[src/rtl/effect_cam.sv]
module effect_cam #(
  parameter int DEPTH = 16,
  parameter int FW    = 4,
  parameter int OW    = 4,
  parameter int AW    = 16
) (
  input  logic          clk,
  input  logic          rst_n,
  input  logic          ins_valid,
  input  logic [FW-1:0] ins_family,
  input  logic [OW-1:0] ins_op,
  input  logic          ins_any,
  input  logic [AW-1:0] ins_addr,
  input  logic          pop_valid,
  input  logic          lk_valid,
  input  logic [FW-1:0] lk_family,
  input  logic [OW-1:0] lk_op,
  output logic          lk_ack,
  output logic          lk_hit,
  output logic [AW-1:0] lk_addr,
  output logic          full_err
);
  localparam int CW = $clog2(DEPTH + 1);
  localparam int IW = (DEPTH > 1) ? $clog2(DEPTH) : 1;

  logic [FW-1:0] fam_q [DEPTH];
  logic [OW-1:0] op_q  [DEPTH];
  logic          any_q [DEPTH];
  logic [AW-1:0] adr_q [DEPTH];
  logic [CW-1:0] cnt;

  logic is_full, is_empty, do_push, do_pop;
  assign is_full  = (cnt == CW'(DEPTH));
  assign is_empty = (cnt == '0);
  assign do_pop   = pop_valid && !is_empty;
  assign do_push  = ins_valid && !pop_valid && !is_full;

  logic          hit_c;
  logic [AW-1:0] addr_c;

  always_comb begin
    hit_c  = 1'b0;
    addr_c = '0;
    for (int i = 0; i < DEPTH; i++) begin
      if (CW'(i) < cnt && fam_q[i] == lk_family && (any_q[i] || op_q[i] == lk_op)) begin
        hit_c  = 1'b1;
        addr_c = adr_q[i];
      end
    end
  end

  always_ff @(posedge clk) begin
    if (do_push) begin
      fam_q[IW'(cnt)] <= ins_family;
      op_q[IW'(cnt)]  <= ins_op;
      any_q[IW'(cnt)] <= ins_any;
      adr_q[IW'(cnt)] <= ins_addr;
    end
  end

  always_ff @(posedge clk) begin
    if (!rst_n) begin
      cnt      <= '0;
      lk_ack   <= 1'b0;
      lk_hit   <= 1'b0;
      lk_addr  <= '0;
      full_err <= 1'b0;
    end else begin
      if (do_pop)       cnt <= cnt - 1'b1;
      else if (do_push) cnt <= cnt + 1'b1;
      lk_ack   <= lk_valid;
      lk_hit   <= lk_valid && hit_c;
      lk_addr  <= (lk_valid && hit_c) ? addr_c : '0;
      full_err <= ins_valid && !pop_valid && is_full;
    end
  end
endmodule


[config.mk]
export PLATFORM = sky130hd
export DESIGN_NAME = effect_cam
export DESIGN_NICKNAME = d
export VERILOG_FILES = /design/src/rtl/effect_cam.sv
export SDC_FILE = /design/constraint.sdc
export NUM_CORES = 1
export LEC_CHECK = 0
export BUFFER_PORTS_ARGS = -buffer_cell sky130_fd_sc_hd__buf_2
export CAP_MARGIN = 5
export CELL_PAD_IN_SITES_DETAIL_PLACEMENT = 1
export CELL_PAD_IN_SITES_GLOBAL_PLACEMENT = 1
export CORE_AREA = 4 4 223 159
export CTS_CLUSTER_SIZE = 14
export DETAILED_ROUTE_END_ITERATION = 8
export DIE_AREA = 0 0 227 163
export GPL_TIMING_DRIVEN = 0
export PLACE_DENSITY = 0.85
export SYNTH_ARGS = -nofsm -noshare
export SYNTH_HDL_FRONTEND = slang
export SYNTH_SLANG_ARGS = --single-unit
[constraint.sdc]
create_clock -name clk -period 5.55 [get_ports clk]
set_clock_uncertainty 0.2 [all_clocks]
set_input_delay 0.555 -clock clk [delete_from_list [all_inputs] [get_ports clk]]
set_output_delay 0.555 -clock clk [all_outputs]
set_load 0.005 [all_outputs]
# Word level (Yosys, flattened, before mapping)
# Memory sizes are Yosys's and may differ from the RTL's.
# Index checks and enable logic that the tools add are counted.
[totals] regBits=24 latchBits=0 mem_bits_rw=400 rom_bits=0 inputBits=38 memories=4
[op_classes] add_sub_neg=2 multipliers=0 div_mod_pow=0 n_lt_le_gt_ge=16 n_eq_ne=33 shift=0 mux=36 n_bitwise=0 n_reduce_logical=59
[mem_list] name="adr_q" depth=16 word_bits=16 rd=16 rd_ports_with_merged_regs=0 write_ports=1 line_no="29" source="logic [AW-1:0] adr_q [DEPTH];"
[mem_list] name="fam_q" depth=16 word_bits=4 rd=16 rd_ports_with_merged_regs=0 write_ports=1 line_no="26" source="logic [FW-1:0] fam_q [DEPTH];"
[mem_list] name="op_q" depth=16 word_bits=4 rd=16 rd_ports_with_merged_regs=0 write_ports=1 line_no="27" source="logic [OW-1:0] op_q [DEPTH];"
[mem_list] name="any_q" depth=16 word_bits=1 rd=16 rd_ports_with_merged_regs=0 write_ports=1 line_no="28" source="logic any_q [DEPTH];"
[op_table] op="two-way mux 16 bit" count=16
[op_table] op="equality test 4 bit" count=32
[op_table] op="less-than comparator 4 x 5 -> 1 bit (first input constant)" count=8
[op_table] op="logical AND 1 bit" count=37
[op_table] op="less-than comparator 3 x 5 -> 1 bit (first input constant)" count=4
[op_table] op="two-way mux 1 bit" count=18
[op_table] op="logical OR 1 bit" count=16
[op_table] op="less-than comparator 1 x 5 -> 1 bit (first input constant)" count=2
[op_table] op="less-than comparator 2 x 5 -> 1 bit (first input constant)" count=2
[op_table] op="two-way mux 5 bit" count=2
[op_table] op="adder 5 x 1 -> 5 bit (second input constant)" count=1
[op_table] op="equality test 5 bit (second input constant)" count=1
[op_table] op="zero test 5 bit" count=1
[op_table] op="subtractor 5 x 1 -> 5 bit (second input constant)" count=1
[op_table] op="zero test 1 bit" count=3
[op_table] op="AND reduction 2 bit" count=1
[op_table] op="nonzero test 2 bit" count=1

# Logic depth before layout (Yosys ltp)
[logic_depth] word_depth=21 mapped_depth=13

# Least setup slack after synthesis
# OpenSTA, ideal clock, no wires.
[synth_timing] path_type="register to register" start="register cnt[1]" end="memory adr_q[3][0], enable pin" setup_time_ns=0.438 arrival_time_ns=3.316 slack_ns=1.596 path_stages_with_launch=7 n_path_buf=1 cell_sequence="dfxtp_1 clkbuf_1 inv_1 ha_1 a31oi_1 nand2_1 nor3_1"
[synth_between] elab_chain_len=5
[synth_rtl] element="start, declared" line_no="30" source="logic [CW-1:0] cnt;"
[synth_rtl] element="start signal, assigned" line_no="69" source="if (do_pop) cnt <= cnt - 1'b1;"
[synth_rtl] element="start signal, assigned" line_no="70" source="else if (do_push) cnt <= cnt + 1'b1;"
[synth_rtl] element="equality test 5 bit" line_no="33" source="assign is_full = (cnt == CW'(DEPTH));"
[synth_rtl] element="zero test 1 bit" line_no="36" source="assign do_push = ins_valid && !pop_valid && !is_full;"
[synth_rtl] element="logical AND 1 bit" line_no="36"
[synth_rtl] element="two-way mux 1 bit" line_no="53" source="if (do_push) begin"
[synth_rtl] element="two-way mux 1 bit (not written as such)" line_no="57" source="adr_q[IW'(cnt)] <= ins_addr;"
[synth_rtl] element="end, declared" line_no="29"
# Parallel ways exist; a longest one is shown, timed or not.

# Final worst setup path
[layout_timing] start="register cnt[1]" end="register lk_addr[3]"
[layout_between] elab_chain_len=21
[layout_rtl] element="less-than comparator 1 x 5 -> 1 bit" line_no="45" source="if (CW'(i) < cnt && fam_q[i] == lk_family && (any_q[i] || op_q[i] == lk_op)) begin"
[layout_rtl] element="logical AND 1 bit (2 in a row)" line_no="45"
[layout_rtl] element="two-way mux 1 bit (16 in a row)" line_no="45"
[layout_rtl] element="logical AND 1 bit" line_no="73" source="lk_addr <= (lk_valid && hit_c) ? addr_c : '0;"
[layout_rtl] element="AND reduction 2 bit (no line)"
[layout_rtl] element="end signal, assigned" line_no="73"
[layout_rtl] element="end, declared" line_no="20" source="output logic [AW-1:0] lk_addr,"
# Parallel ways exist; a longest one is shown, timed or not.
# A chain may end at the register's enable or synchronous reset.

==> metrics.txt <==
# TYPE chip_impl_metric gauge
chip_impl_metric{name="synth.net_count",unit=""} 1199
chip_impl_metric{name="route.detailed.vias_per_inst",unit=""} 6.49
chip_impl_metric{name="drt_pre_antenna_iters",unit=""} 6
chip_impl_metric{name="grt_antenna_before_repair",unit=""} 3
chip_impl_metric{name="chipHeight",unit="um"} 163
chip_impl_metric{name="netlist_instances",unit=""} 1156
chip_impl_metric{name="finish.net_count",unit=""} 1306
chip_impl_metric{name="clk_path_buf_depth",unit=""} 3
chip_impl_metric{name="setup_violations",unit=""} 0
chip_impl_metric{name="final_layout_size_suffix_gt1_frac",unit=""} 0.183
chip_impl_metric{name="internal_power",unit="mW"} 5.50
chip_impl_metric{name="place.port_buffers",unit=""} 48
chip_impl_metric{name="place_congestion",unit=""} 0.861
chip_impl_metric{name="globalRoute.totalOverflow",unit=""} 0
chip_impl_metric{name="postRouteAntennaNets",unit=""} 0
chip_impl_metric{name="ir_worst_vdd",unit="mV"} 0.196
chip_impl_info{name="clockRootBuffer",value="clkbuf_16"} 1
chip_impl_metric{name="yosysUniqueCellTypes",unit=""} 73
chip_impl_metric{name="placed_area",unit="mm^2"} 0.0186
chip_impl_metric{name="post_synth_instance_area",unit="mm^2"} 0.0175
chip_impl_metric{name="finalWirelength",unit="mm"} 51.3
chip_impl_metric{name="timing.max_slew.rel_slack",unit=""} 0.311
chip_impl_metric{name="compound_gate_fraction_of_synth_area",unit=""} 0.111
chip_impl_metric{name="grt_pass1_wl",unit="mm"} 76.4
chip_impl_metric{name="cts_max_level",unit=""} 2
chip_impl_metric{name="yosys.area_share.simple",unit=""} 0.0782
chip_impl_metric{name="initial_core_util",unit=""} 0.525
chip_impl_metric{name="p_comb_frac",unit=""} 0.116
chip_impl_metric{name="grtUsageTotal",unit=""} 0.280
chip_impl_metric{name="total_switching_power",unit="mW"} 1.86
chip_impl_metric{name="dr_total_vias",unit=""} 11200
chip_impl_metric{name="areaGrowthSynthToFinish",unit="%"} 13.9
chip_impl_metric{name="cap_violations",unit=""} 0
chip_impl_metric{name="n_fill_cell",unit=""} 3070
chip_impl_metric{name="chipWidth",unit="um"} 227
chip_impl_metric{name="synth_seq_area_share",unit=""} 0.715
chip_impl_metric{name="synth_mux_area_frac",unit=""} 0
chip_impl_metric{name="placement_rows",unit=""} 56
chip_impl_metric{name="synthArstFlopShare",unit=""} 0
chip_impl_metric{name="grt_pass1_vias",unit=""} 11800
chip_impl_metric{name="power.share.sequential",unit=""} 0.503
chip_impl_metric{name="layout_min_cycle_time",unit="ps"} 4000
chip_impl_info{name="combinational_family_with_the_most_area_after_synthesis",value="compound AO/OA/AOI/OAI gates"} 1
chip_impl_metric{name="finish.cell_count_without_fillers",unit=""} 1732
chip_impl_metric{name="io-pin-count",unit=""} 57
chip_impl_metric{name="routed_wire_length_per_instance",unit="um"} 29.6
chip_impl_metric{name="synth_xor_xnor_area_share",unit=""} 0.0656
chip_impl_info{name="most_frequently_used_flop_master_after_synthesis",value="edfxtp_1"} 1
chip_impl_info{name="critical_path_source_type",value="flop"} 1
chip_impl_metric{name="number_of_warnings_reported_in_the_yosys_synthesis_log",unit=""} 0
chip_impl_metric{name="path_clk_slew",unit="ps"} 70
chip_impl_metric{name="post_cts.repair.setup_buffers",unit=""} 0
chip_impl_info{name="crit_type",value="flop to flop"} 1
chip_impl_metric{name="pwr_density_cell",unit="mW/mm^2"} 370
chip_impl_metric{name="yosys.area_share.adder",unit=""} 0.00358
chip_impl_metric{name="drt_first_iter_violations",unit=""} 1562
chip_impl_metric{name="setup_tns",unit="ps"} 0
chip_impl_metric{name="timing_max_transition_violations_final",unit=""} 0
chip_impl_metric{name="clkSinkCount",unit=""} 424
chip_impl_metric{name="synth.avg_cell_area",unit="um^2"} 15.1
chip_impl_metric{name="ctsHoldBuffers",unit=""} 0
chip_impl_metric{name="grt_max_degree",unit=""} 28
chip_impl_info{name="outcome",value="completed"} 1
chip_impl_metric{name="timing.final.hold_violations",unit=""} 0
chip_impl_metric{name="worst_pin_slew",unit="ps"} 1030
chip_impl_metric{name="core_area",unit="mm^2"} 0.0333
chip_impl_metric{name="share_of_the_cycle_needed_by_the_critical_path_after_routing",unit=""} 0.720
chip_impl_metric{name="count_of_instances_resized_after_the_clock_tree_is_built",unit=""} 0
chip_impl_metric{name="maxClockFrequency",unit="GHz"} 0.250
chip_impl_metric{name="flip_flop_and_latch_count_after_synthesis",unit=""} 424
chip_impl_metric{name="p_clk_frac",unit=""} 0.381
chip_impl_metric{name="p_leak",unit="nW"} 6.32
chip_impl_metric{name="cp_data_required_time",unit="ps"} 5800
chip_impl_metric{name="fin_area",unit="mm^2"} 0.0199
chip_impl_info{name="min_path_type",value="primary input to flop"} 1
chip_impl_metric{name="post-route-drc-count",unit=""} 0
chip_impl_metric{name="crit_path_max_fanout",unit=""} 10
chip_impl_metric{name="power.share.switching",unit=""} 0.253
chip_impl_metric{name="crit_arrival",unit="ps"} 4240
chip_impl_metric{name="die-area",unit="mm^2"} 0.0370
chip_impl_metric{name="worst_skew_pair.late_latency",unit="ps"} 560
chip_impl_info{name="endpoint_kind_of_the_worst_setup_timing_path",value="flop"} 1
chip_impl_metric{name="cts_inserted_buffers",unit=""} 41
chip_impl_metric{name="report.power.total",unit="mW"} 7.37
chip_impl_info{name="cts_tree",value="built"} 1
chip_impl_metric{name="place_hpwl",unit="mm"} 35.3
chip_impl_metric{name="synth-edff-count",unit=""} 400
chip_impl_info{name="rsz0062_at_grt",value="no"} 1
chip_impl_metric{name="placed_cells",unit=""} 1655
==> final cells by class <==
cell class,instances,area (um^2),area share
clock buffers,57,1150,0.0577
repair buffers,64,497,0.0249
clock inverters,19,174,0.00873
flip-flops and latches,424,12500,0.627
diodes,1,2.50,0.000126
inverters,6,22.5,0.00113
multi-input cells,657,4580,0.230
well taps,435,544,0.0273
plain buffers,69,454,0.0228
==> path summary, 6_finish.rpt <==
| kind | startpoint | endpoint | slack, ps | depth (start not counted) |
|---|---|---|---|---|
| setup / recovery | cnt[1] | lk_addr[3] | 1550 | 13 |
| hold / removal | rst_n | cnt[2] | 110 | 2 |
| setup reg to reg | cnt[1] | lk_addr[3] | 1550 | 13 |
| hold reg to reg | adr_q[15][2] | lk_addr[2] | 340 | 2 |
==> critical path: stages (launching register included) <==
cell and delay [ps]:
dfxtp_1 380, clkbuf_1 380, inv_1 170, ha_1 230, o21bai_1 210, a211oi_1 440
and4_1 270, buf_2 230, buf_2 300, nand2_1 100, a311oi_1 280, nand3b_1 270
nand3_1 170, a31oi_1 260
==> layer usage <==
| layer | vias to the layer above | global-route usage | share of wire | wire, um |
|---|---|---|---|---|
| li1 | 4707 | - | - | - |
| met1 | 5729 | 0.408 | 0.41 | 21200 |
| met2 | 723 | 0.426 | 0.45 | 23100 |
| met3 | 82 | 0.0742 | 0.12 | 6030 |
| met4 | 4 | 0.0698 | 0.019 | 974 |
| met5 | - | 0 | 0.00066 | 34 |
==> placed cells by master (no fill, tap or decap), drive strengths merged, types with 17 or more instances in the layout <==
cell    instances
a22oi          43
nor3           19
a221oi         20
xnor2          85
nand3          29
nor4           17
nand2          62
nand4          18
a21oi          21
clkbuf         73
xor2           45
nor2           91
buf           117
o21ai          52
o211ai         30
dfxtp          24
edfxtp        400
==> cell families (layout without fill, tap and decap cells) <==
kind of cell / Yosys count / in the layout
AO/OA/AOI/OAI: 249 / 249
XOR/XNOR: 130 / 130
adder cells (fa/ha/maj): 5 / 5
buffers and inverters: 75 / 215
flip-flops: 424 / 424
other: 0 / 1
AND/OR/NAND/NOR: 273 / 273
==> registers in the layout, indices dropped and copies added (netlist names) <==
| signal | cells |
|---|---|
| lk_ack | 1 |
| lk_addr | 16 |
| cnt | 5 |
| any_q | 16 |
| op_q | 64 |
| full_err | 1 |
| fam_q | 64 |
| adr_q | 256 |
| lk_hit | 1 |
==> synthesized netlist by cell type (5+ instances only) <==
cell / n / share of area
o21a_1: 5 / 0.0021
o22ai_1: 15 / 0.0054
nor4_1: 10 / 0.0036
xnor2_1: 84 / 0.042
nand3_1: 29 / 0.0083
a22oi_1: 33 / 0.014
buf_2: 26 / 0.0074
a211oi_1: 6 / 0.0026
edfxtp_1: 400 / 0.69
o21ai_0: 36 / 0.010
buf_4: 7 / 0.0030
o221ai_1: 13 / 0.0065
nand2b_1: 10 / 0.0036
ha_1: 5 / 0.0036
nand4_1: 17 / 0.0061
nand2_1: 61 / 0.013
a221oi_1: 19 / 0.0095
a41oi_1: 10 / 0.0050
a21oi_2: 9 / 0.0045
and3_1: 5 / 0.0018
clkbuf_1: 16 / 0.0034
and2_1: 5 / 0.0018
inv_1: 5 / 0.0011
o21ai_1: 16 / 0.0046
a22oi_2: 10 / 0.0072
nor2b_1: 7 / 0.0025
nor2_1: 88 / 0.019
xor2_1: 45 / 0.023
a311o_1: 11 / 0.0063
a21oi_1: 12 / 0.0034
nor3_1: 16 / 0.0046
buf_6: 16 / 0.010
dfxtp_1: 24 / 0.027
o211ai_1: 30 / 0.013
nor4_2: 6 / 0.0043
==> stage by stage <==
| stage | utilization | setup slack [ps] | hold WS (ps) |
|---|---|---|---|
| 2_1_floorplan | - | 1600 | 289 |
| 3_3_place_gp | 0.549 | -101 | 302 |
| 3_5_place_dp | 0.559 | 1620 | 325 |
| 4_1_cts | 0.598 | 1630 | 102 |
| 5_1_grt | 0.598 | 1350 | 117 |
| 6_report | 0.598 | 1550 | 114 |
==> power groups by stage <==
stage                     Combinational [mW]  Clock (mW)  Sequential (mW)
after global placement                 0.729           0             3.76
after CTS                              0.834        2.82             3.70
after detailed placement               0.820           0             3.77
final                                  0.856        2.81             3.70
after global routing                   0.916        2.96             3.71
after floorplan                        0.488           0             3.76
No activity file was read; power rests on OpenSTA's default activity.
